==> src/rtl/wmf_pkg.sv <==
package wmf_pkg;

   localparam int ST_OF  = 0;
   localparam int ST_UF  = 1;
   localparam int ST_TXW = 2;
   localparam int ST_RXW = 3;
   localparam int NUM_ST = 4;
   localparam int GRAN_W = 3;

   typedef enum logic [1:0] {
      SEL_CTRL  = 2'd0,
      SEL_ALARM = 2'd1,
      SEL_TIMER = 2'd2,
      SEL_STAT  = 2'd3
   } reg_sel_e;

   typedef struct packed {
      logic [NUM_ST-1:0] mask;
      logic [GRAN_W-1:0] gran;
      logic              tmr_en;
      logic              rx_mode;
   } ctrl_t;

endpackage

==> src/rtl/wmf_store.sv <==
module wmf_store #(
   parameter int DATA_W = 8,
   parameter int DEPTH  = 512,
   parameter int PTR_W  = $clog2(DEPTH),
   parameter int CNT_W  = $clog2(DEPTH + 1)
) (
   input  logic              clk,
   input  logic              rst_n,
   input  logic              push,
   input  logic [DATA_W-1:0] push_data,
   input  logic              pop,
   output logic [DATA_W-1:0] pop_data,
   output logic [CNT_W-1:0]  level,
   output logic [PTR_W-1:0]  rd_ptr,
   output logic              full,
   output logic              empty
);

   localparam logic [CNT_W-1:0] FULL_C = CNT_W'(DEPTH);
   localparam bit               POW2   = (DEPTH == (1 << PTR_W));

   logic [DATA_W-1:0] mem [DEPTH];
   logic [PTR_W-1:0]  wr_ptr, wr_nxt, rd_nxt;
   logic [CNT_W-1:0]  cnt_q;
   logic              push_ok, pop_ok;

   assign full    = (cnt_q == FULL_C);
   assign empty   = (cnt_q == '0);
   assign push_ok = push & ~full;
   assign pop_ok  = pop & ~empty;

   generate
      if (POW2) begin : g_wrap_nat
         assign wr_nxt = wr_ptr + PTR_W'(1);
         assign rd_nxt = rd_ptr + PTR_W'(1);
      end else begin : g_wrap_cmp
         assign wr_nxt = (wr_ptr == PTR_W'(DEPTH - 1)) ? '0 : wr_ptr + PTR_W'(1);
         assign rd_nxt = (rd_ptr == PTR_W'(DEPTH - 1)) ? '0 : rd_ptr + PTR_W'(1);
      end
   endgenerate

   always_ff @(posedge clk) begin
      if (push_ok) mem[wr_ptr] <= push_data;
   end

   always_ff @(posedge clk or negedge rst_n) begin
      if (!rst_n) begin
         wr_ptr <= '0;
         rd_ptr <= '0;
         cnt_q  <= '0;
      end else begin
         if (push_ok) wr_ptr <= wr_nxt;
         if (pop_ok)  rd_ptr <= rd_nxt;
         case ({push_ok, pop_ok})
            2'b10:   cnt_q <= cnt_q + CNT_W'(1);
            2'b01:   cnt_q <= cnt_q - CNT_W'(1);
            default: cnt_q <= cnt_q;
         endcase
      end
   end

   assign pop_data = pop_ok ? mem[rd_ptr] : '0;
   assign level    = cnt_q;

endmodule

==> src/rtl/wmf_watermark.sv <==
module wmf_watermark #(
   parameter int DEPTH   = 512,
   parameter int CNT_W   = 10,
   parameter int ALARM_W = 9,
   parameter int GRAN_W  = 3
) (
   input  logic               clk,
   input  logic               rst_n,
   input  logic               rx_mode,
   input  logic [ALARM_W-1:0] alarm,
   input  logic [GRAN_W-1:0]  gran,
   input  logic [CNT_W-1:0]   level,
   output logic               req
);

   localparam logic [CNT_W-1:0] FULL_C = CNT_W'(DEPTH);

   logic [CNT_W-1:0] step, hi_mark, lo_mark, alarm_x;
   logic             req_q, req_d;

   assign step    = CNT_W'({gran, 2'b00});
   assign lo_mark = step;
   assign hi_mark = FULL_C - step;
   assign alarm_x = CNT_W'(alarm);

   always_comb begin
      if (rx_mode) req_d = req_q ? (level > lo_mark) : (level >= alarm_x);
      else         req_d = req_q ? (level < hi_mark) : (level <= alarm_x);
   end

   always_ff @(posedge clk or negedge rst_n) begin
      if (!rst_n) req_q <= 1'b0;
      else        req_q <= req_d;
   end

   assign req = req_q;

endmodule

==> src/rtl/wmf_frame_timer.sv <==
module wmf_frame_timer #(
   parameter int PERIOD_W   = 16,
   parameter int SCALE_LOG2 = 6
) (
   input  logic                clk,
   input  logic                rst_n,
   input  logic                en,
   input  logic [PERIOD_W-1:0] period,
   input  logic                frame_valid,
   output logic                pulse
);

   localparam int TC_W = PERIOD_W + SCALE_LOG2;

   logic [TC_W-1:0] tc_q, limit;
   logic            active, pulse_q;

   assign limit  = {period, {SCALE_LOG2{1'b0}}} - TC_W'(1);
   assign active = en && (period != '0);

   always_ff @(posedge clk or negedge rst_n) begin
      if (!rst_n) begin
         tc_q    <= '0;
         pulse_q <= 1'b0;
      end else if (!active) begin
         tc_q    <= '0;
         pulse_q <= 1'b0;
      end else if (tc_q >= limit) begin
         tc_q    <= '0;
         pulse_q <= frame_valid;
      end else begin
         tc_q    <= tc_q + TC_W'(1);
         pulse_q <= 1'b0;
      end
   end

   assign pulse = pulse_q;

endmodule

==> src/rtl/wm_dma_fifo.sv <==
module wm_dma_fifo
   import wmf_pkg::*;
#(
   parameter int                DATA_W    = 8,
   parameter int                DEPTH     = 512,
   parameter int                REG_W     = 16,
   parameter int                PERIOD_W  = 16,
   parameter int                ADDR_W    = 16,
   parameter logic [ADDR_W-1:0] BASE_ADDR = 16'h4000,
   localparam int               PTR_W     = $clog2(DEPTH),
   localparam int               CNT_W     = $clog2(DEPTH + 1)
) (
   input  logic              clk,
   input  logic              rst_n,
   input  logic              push,
   input  logic [DATA_W-1:0] push_data,
   input  logic              pop,
   output logic [DATA_W-1:0] pop_data,
   input  logic              cfg_we,
   input  logic [1:0]        cfg_addr,
   input  logic [REG_W-1:0]  cfg_wdata,
   output logic              dma_req,
   output logic              frame_req,
   output logic              err,
   output logic [NUM_ST-1:0] status,
   output logic [CNT_W-1:0]  level,
   output logic [ADDR_W-1:0] rd_addr
);

   localparam int ALARM_W = PTR_W;
   localparam int CTRL_W  = $bits(ctrl_t);

   generate
      if (DEPTH < 32) begin : g_bad_depth
         $error("DEPTH must be at least 32 so that the granularity marks fit");
      end
      if (REG_W < PERIOD_W || REG_W < CTRL_W || REG_W < ALARM_W) begin : g_bad_regw
         $error("REG_W too narrow for the configuration fields");
      end
      if (ADDR_W < PTR_W) begin : g_bad_addrw
         $error("ADDR_W must hold the read pointer");
      end
      if ((BASE_ADDR % (2 ** PTR_W)) != 0) begin : g_bad_base
         $error("BASE_ADDR must be aligned to the pointer range");
      end
   endgenerate

   ctrl_t               ctrl_q;
   logic [ALARM_W-1:0]  alarm_q;
   logic [PERIOD_W-1:0] period_q;
   logic [NUM_ST-1:0]   st_q, st_set, st_clr;
   logic [PTR_W-1:0]    rd_ptr;
   logic                full, empty, req;
   logic                wr_hit;

   assign wr_hit = cfg_we && (cfg_addr == SEL_STAT);

   always_ff @(posedge clk or negedge rst_n) begin
      if (!rst_n) begin
         ctrl_q   <= '0;
         alarm_q  <= '0;
         period_q <= '0;
      end else if (cfg_we) begin
         case (reg_sel_e'(cfg_addr))
            SEL_CTRL:  ctrl_q   <= ctrl_t'(cfg_wdata[CTRL_W-1:0]);
            SEL_ALARM: alarm_q  <= cfg_wdata[ALARM_W-1:0];
            SEL_TIMER: period_q <= cfg_wdata[PERIOD_W-1:0];
            default:   ;
         endcase
      end
   end

   wmf_store #(
      .DATA_W(DATA_W), .DEPTH(DEPTH), .PTR_W(PTR_W), .CNT_W(CNT_W)
   ) u_store (
      .clk(clk), .rst_n(rst_n),
      .push(push), .push_data(push_data),
      .pop(pop), .pop_data(pop_data),
      .level(level), .rd_ptr(rd_ptr),
      .full(full), .empty(empty)
   );

   wmf_watermark #(
      .DEPTH(DEPTH), .CNT_W(CNT_W), .ALARM_W(ALARM_W), .GRAN_W(GRAN_W)
   ) u_wmark (
      .clk(clk), .rst_n(rst_n),
      .rx_mode(ctrl_q.rx_mode), .alarm(alarm_q), .gran(ctrl_q.gran),
      .level(level), .req(req)
   );

   wmf_frame_timer #(
      .PERIOD_W(PERIOD_W), .SCALE_LOG2(6)
   ) u_timer (
      .clk(clk), .rst_n(rst_n),
      .en(ctrl_q.tmr_en), .period(period_q),
      .frame_valid(~empty), .pulse(frame_req)
   );

   assign st_set[ST_OF]  = push & full;
   assign st_set[ST_UF]  = pop & empty;
   assign st_set[ST_TXW] = ~ctrl_q.rx_mode & req & empty;
   assign st_set[ST_RXW] = ctrl_q.rx_mode & req & full;
   assign st_clr         = wr_hit ? cfg_wdata[NUM_ST-1:0] : '0;

   generate
      for (genvar k = 0; k < NUM_ST; k++) begin : g_stat
         always_ff @(posedge clk or negedge rst_n) begin
            if (!rst_n) st_q[k] <= 1'b0;
            else        st_q[k] <= st_set[k] | (st_q[k] & ~st_clr[k]);
         end
      end
   endgenerate

   assign status  = st_q;
   assign err     = |(st_q & ~ctrl_q.mask);
   assign dma_req = req;
   assign rd_addr = BASE_ADDR | ADDR_W'(rd_ptr);

endmodule

==> config.mk <==
export PLATFORM = sky130hd
export DESIGN_NAME = wm_dma_fifo
export DESIGN_NICKNAME = d
export VERILOG_FILES = /design/src/rtl/wmf_pkg.sv /design/src/rtl/wmf_store.sv /design/src/rtl/wmf_watermark.sv /design/src/rtl/wmf_frame_timer.sv /design/src/rtl/wm_dma_fifo.sv
export SDC_FILE = /design/constraint.sdc
export NUM_CORES = 2
export LEC_CHECK = 0
export BUFFER_PORTS_ARGS = -buffer_cell sky130_fd_sc_hd__buf_4
export CAP_MARGIN = 10
export CORE_MARGIN = 10
export CORE_UTILIZATION = 55
export DETAILED_ROUTE_END_ITERATION = 10
export GPL_TIMING_DRIVEN = 1
export PLACE_DENSITY_LB_ADDON = 0.05
export SLEW_MARGIN = 20
export SYNTH_ARGS = -nofsm -noshare
export SYNTH_HDL_FRONTEND = slang
export SYNTH_SLANG_ARGS = --single-unit
==> constraint.sdc <==
create_clock -name clk -period 4.5 [get_ports clk]
set_input_delay 0.45 -clock clk [delete_from_list [all_inputs] [get_ports clk]]
set_output_delay 0.45 -clock clk [all_outputs]
set_load 0.005 [all_outputs]
==> Yosys cells after proc, flatten, opt, wreduce, memory -nomap -nowiden <==
Memories as Yosys holds them, arrays and structs flattened.
Index checks and enable logic that the tools add are counted.
Widths: inputs -> output; s select.
{ "totals": {"reg_bits": 90, "wordCells": 82, "memories": 1, "ramBits": 4096} }
{ "mem_list": {"columns": ["memory", "depth", "width", "rd", "rd_ports_with_merged_regs", "write_ports", "line_no", "text"], "rows": [
  ["u_store.mem", 512, 8, 1, 0, 1, "wmf_store.sv:22", "logic [DATA_W-1:0] mem [DEPTH];"]
]} }
{ "classes": {"n_addsub": 7, "eq_ne": 6, "reduce_logical": 10, "muxes": 12, "magnitude_cmp": 5, "bitwise_logic": 25} }
{ "ops": {"columns": ["op", "n"], "rows": [
  ["$mux 22", 2],
  ["$add 22x1->22 const B", 1],
  ["$ge 22x22->1", 1],
  ["$sub 22x1->22 const B", 1],
  ["$pmux 10 s2", 1],
  ["$add 9x1->9 const B", 2],
  ["$reduce_bool 16->1", 1],
  ["$and 1x1->1", 12],
  ["$add 10x1->10 const B", 1],
  ["$eq 10x10->1 const B", 1],
  ["$ge 10x9->1", 1],
  ["$gt 10x5->1", 1],
  ["$le 10x9->1", 1],
  ["$logic_not 10->1", 1],
  ["$lt 10x10->1", 1],
  ["$sub 10x1->10 const B", 1],
  ["$sub 10x5->10 const A", 1],
  ["$mux 8", 1],
  ["$mux 1", 7],
  ["$not 1->1", 7],
  ["$eq 2x2->1 const B", 3],
  ["$reduce_and 2->1", 3],
  ["$and 4x4->4", 1],
  ["$eq 2x1->1 const B", 2],
  ["7 further kinds", 11]
]} }

==> Logic depth before layout (Yosys ltp) <==
{ "logic_depth": {"word_depth": 6, "mapped_depth": 17} }

==> By module <==
Synthesis repeated with hierarchy kept, for this count alone.
{ "hier_totals": {"cells_unflattened": 7944, "hier_area_um2": 164718.0} }
{ "by_module_without_submodules": {"columns": ["module", "cells_each", "n_inst", "area_per_inst_um2", "seq_area_each_um2"], "rows": [
  ["wmf_store", 7569, 1, 160739.2, 123698.6],
  ["wmf_frame_timer", 198, 1, 1776.7, 575.6],
  ["wm_dma_fifo", 103, 1, 1620.3, 950.9],
  ["wmf_watermark", 74, 1, 581.8, 25.0]
]} }

==> Least setup slack after synthesis <==
No wires, ideal clock.
{ "synth_timing": {"path_type": "register to register", "start": "register u_store.cnt_q[1] (netlist: u_store.level[1])", "end": "register u_store.cnt_q[9] (netlist: u_store.level[9])", "arrival_time_ns": 3.377, "path_stages_with_launch": 17, "path_slack_ns": 0.968, "cell_sequence": "dfrtp_1 nor2_1 nor4b_1 nand3_1 and2_1 clkbuf_1 inv_1 ha_1 ha_1 a21o_1 a21oi_1 o21ai_0 a21oi_1 o21ai_0 a211o_1 o311ai_0 o311ai_0"} }
{ "synth_via": {"elab_chain_cells": 5, "word_cells_on_any_way": 12, "cone_classes": "add/sub (2); eq/ne (3); mux (1); bitwise (4); reduce/logical (2)"} }
{ "synth_rtl": {"columns": ["element", "line_no", "text"], "rows": [
  ["from (decl)", "wmf_store.sv:24", "logic [CNT_W-1:0] cnt_q;"],
  ["from (signal assigned)", "wmf_store.sv:55", "2'b10: cnt_q <= cnt_q + CNT_W'(1);"],
  ["from (signal assigned)", "wmf_store.sv:56", "2'b01: cnt_q <= cnt_q - CNT_W'(1);"],
  ["from (signal assigned)", "wmf_store.sv:57", "default: cnt_q <= cnt_q;"],
  ["branches (longest 5 deep; another with $sub 10x1->10)", null, null]
]} }
Parallel ways; which one is timed is not known.
A chain may end at the register's enable or synchronous reset.

==> Worst setup path after layout <==
{ "layout_timing": {"start": "register u_store.rd_ptr[1]", "end": "output pop_data[3]"} }
{ "layout_via": {"elab_chain_cells": 2} }
{ "layout_rtl": {"columns": ["element", "line_no", "text"], "rows": [
  ["from (decl)", "wmf_store.sv:14", "output logic [PTR_W-1:0] rd_ptr,"],
  ["from (signal assigned)", "wmf_store.sv:53", "if (pop_ok) rd_ptr <= rd_nxt;"],
  ["$mem_v2 512x8", null, null],
  ["$mux 8", "wmf_store.sv:62", "assign pop_data = pop_ok ? mem[rd_ptr] : '0;"],
  ["to (decl)", "wm_dma_fifo.sv:18", "output logic [DATA_W-1:0] pop_data,"]
]} }
Every way passes these cells.

==> impl_metrics.py <==
metrics = {
    "yosys": {
        "synth-main-ff-cell": "edfxtp_1",
        "syn_area_per_cell_um2": 21.30,
        "seq_area_frac_synth": 0.7637,
        "ys_top_cells_by_count": "edfxtp_1, mux4_2, nor2_1",
        "netlist_instances": 7700,
        "netlist_area_um2": 164000,
        "yosysMostFrequentCell": "edfxtp_1",
        "synth_top_cell_area_share": 0.7500,
        "synthArstFlopShare": 0.02150,
        "yosys_warnings": 0,
        "synth_top_cell_by_area": "edfxtp_1",
        "ys_ff_latch": 4186,
        "synth_edf_count": 4096,
        "synthTopCellsByArea": "edfxtp_1, mux4_2, mux2i_1, dfrtp_1, nor2_1",
        "ys_types": 75,
    },
    "clocking": {
        "numClockSinks": 4186,
        "root_buffer": "clkbuf_16",
        "cts-htree-levels": 5,
        "clk_path_buf_depth": 4,
        "clk_pin_slew_ps": 60,
        "tritoncts": "built",
        "cts_made_buffers": 419,
        "insertion_delay_ps": 970,
    },
    "routing": {
        "route.detailed.drc": 0,
        "wl_per_cell_um": 34.57,
        "drt_iter0_drc": 10970,
        "routed-wl-met2_mm": 211.5,
        "detail-route-antenna-nets": 0,
        "wl_met3_mm": 37.42,
        "first_pass_iters": 6,
        "drt-met1-wl_mm": 183.1,
        "vias": 83860,
        "top_layer": "met5",
        "drt-total-wl_mm": 446.1,
        "viasPerCell": 6.497,
    },
    "worst_setup_path": {
        "cp_common_cell": "buf_12",
        "crit_path_max_incr_delay_ps": 610,
        "worstSetupEndpointType": "output pin",
        "crit_buf_inv": 8,
        "required_ps": 4050,
        "path_cells": "buf_6 -> buf_12 -> buf_12 -> buf_12 -> buf_12 -> mux4_2 -> mux4_2 -> a211oi_2 -> a211oi_2 -> clkbuf_16 -> o32a_1 -> buf_6 -> buf_4",
        "crit_path_max_fanout": 28,
        "worstSetupPathType": "register to output pin",
        "start_kind": "register",
        "crit_slowest_cell": "mux4_2",
        "critPathTopFamily": "buffers and inverters",
        "arrival_ps": 4630,
    },
    "cells_and_area": {
        "fill_cells": 19950,
        "multi_input_area_um2": 36770,
        "final_cells": 12910,
        "drive_gt1_frac": 0.3058,
        "areaGrowthSynthToFinish_pct": 16.68,
        "seqCellArea_um2": 125300,
        "fin_nets": 8704,
    },
    "grt": {
        "overflow": 0,
        "grt_pass1_wl_mm": 633.6,
        "grt_max_degree": 165,
        "first_global_vias": 84380,
        "track_usage": 0.2722,
        "antenna_found_initial": 11,
    },
    "sta": {
        "setup_ws_ps": -581.5,
        "worst_pin_slew_ps": 1202,
        "tns_ps": -4127,
        "slew_viol_final": 0,
        "whs_ps": 76.83,
        "hold_viol_final": 0,
        "fin_skew_ps": 44.27,
        "fmax_mhz": 196.8,
        "period_minus_slack_ps": 5081,
        "fin_crit_sh": 1.129,
        "setup-violations-final": 8,
        "rsz0062_at_grt": "yes",
        "max_slew_margin": 0.1987,
    },
    "die": {
        "dieArea_um2": 320400,
        "row_count": 200,
        "start_util": 0.5526,
        "die_h_um": 566.1,
        "core_area_um2": 296800,
        "ios": 72,
        "die_w_um": 566.1,
    },
    "power_and_ir_drop": {
        "power_density_nw_per_um2": 611.3,
        "p_comb_frac": 0.325,
        "ir_drop_mv": 0.4776,
        "leakage_nw": 62.11,
        "power_frac_seq": 0.372,
        "clockPowerShare": 0.303,
        "netSwitchingFraction": 0.3044,
        "p_switching_mw": 35.61,
        "p_int_mw": 81.37,
    },
    "run": {
        "drv_cap": 0,
    },
    "status": {
        "violations": "negative setup slack",
        "outcome": "finished with violations",
    },
    "place": {
        "place_hpwl_mm": 274.7,
        "port_buffers": 64,
        "gp_congestion": 0.8359,
        "dp_cells": 11950,
    },
    "hold_path": {
        "min_path_type": "input port to register",
    },
}
-- through the flow --
stage / worst slack (ps) / total power, mW / util / cell area (µm²)
final: -581.5 / 117.0 / 0.6447 / 191300
after global routing: -669.5 / 120.4 / 0.6447 / 191300
after CTS: -660.5 / 116.5 / 0.6415 / 190400
after detailed placement: -501.8 / 78.69 / 0.5861 / 174000
after global placement: -1325 / 78.52 / 0.5861 / 173900
after floorplan: 968.4 / 64.15 / - / 164000
-- worst min-delay path, stage by stage --
cell	delay, ps
buf_4	120
and3_1	200
nand2_1	90
a32o_1	110
-- power groups by stage --
stage                     clock network [mW]  logic, mW  registers (mW)
after floorplan                            0       20.0            44.2
after global placement                     0       34.1            44.4
after detailed placement                   0       34.3            44.4
after CTS                               35.9       37.1            43.5
after global routing                    37.4       39.5            43.5
final                                   35.5       38.0            43.5
-- cell usage in the layout, fill, tap and decap left out, types with 28 or more instances in the layout --
cell and n:
nor3_1 33, mux2i_1 279, mux2_2 31, dlygate4sd3_1 40
clkbuf_1 74, clkbuf_16 437, a22oi_1 103, buf_6 28
buf_12 120, bufinv_16 59, dfrtp_1 84, edfxtp_1 4096
clkinv_1 78, clkinv_2 86, nand3_1 40, inv_1 42
mux4_2 1021, a21oi_1 77, buf_4 695, a211oi_1 30
buf_16 42, a221oi_1 96, nor2_1 582, xnor2_1 33
ha_1 53, o21ai_0 77, nand2_1 126
-- path summary, 6_finish.rpt --
| kind | startpoint | cells past startpoint | slack [ps] | end |
|---|---|---|---|---|
| min reg2reg | u_timer.tc_q[0]$_DFF_PN0_ | 1 | 490 | u_timer.tc_q[0]$_DFF_PN0_ |
| max in group asynchronous | rst_n | 3 | 3120 | period_q[13]$_DFFE_PN0P_ |
| min | cfg_addr[1] | 4 | 80 | status[2]$_DFF_PN0_ |
| max | u_store.rd_ptr[1]$_DFFE_PN0N_ | 13 | -580 | pop_data[3] |
| max reg2reg | u_store.level[5]$_DFFE_PN0P_ | 16 | 500 | u_store.level[8]$_DFFE_PN0P_ |
| min in group asynchronous | rst_n | 3 | 160 | u_timer.pulse$_DFF_PN0_ |
-- cell families after synthesis --
kind of cell             synth area share
multiplexers                       0.1601
buffers and inverters             0.01775
adder cells (fa/ha/maj)          0.004166
AO/OA/AOI/OAI                     0.02725
other                          0.00004579
flip-flops                         0.7637
XOR/XNOR                         0.002937
AND/OR/NAND/NOR                   0.02401
-- final cells by class --
type / count / share of cell area
Antenna cell: 4 / 0.00005231
Clock buffer: 506 / 0.05777
Clock inverter: 259 / 0.01501
Inverter: 45 / 0.0009351
Multi-Input combinational cell: 3009 / 0.1922
Sequential cell: 4186 / 0.6547
Tap cell: 3939 / 0.02576
Timing Repair Buffer: 958 / 0.05362
-- per-layer routing --
layer | GRT usage | vias to the layer above
met5 | 0.001933 | -
met4 | 0.07658 | 4
met3 | 0.04951 | 667
met2 | 0.4243 | 3864
met1 | 0.4015 | 45220
li1 | - | 34110
-- state kept, by name, summed over array words and instances, names as in the netlist, 4 cells and up --
name            cells
u_store.level      10
period_q           16
u_timer.tc_q       22
ctrl_q              9
u_store.wr_ptr      9
u_store.rd_ptr      9
status              4
alarm_q             9
u_store.mem      4096
-- what timing repair did --
item,4_1_cts,5_1_grt
buffers inserted,72,58
hold buffers,40,0
endpoints found under the setup margin,8,11
endpoints found under the hold margin,351,0
pin swaps,22,16
cloned,19,7
resized for setup,180,71
(Power assumes the default switching activity.)
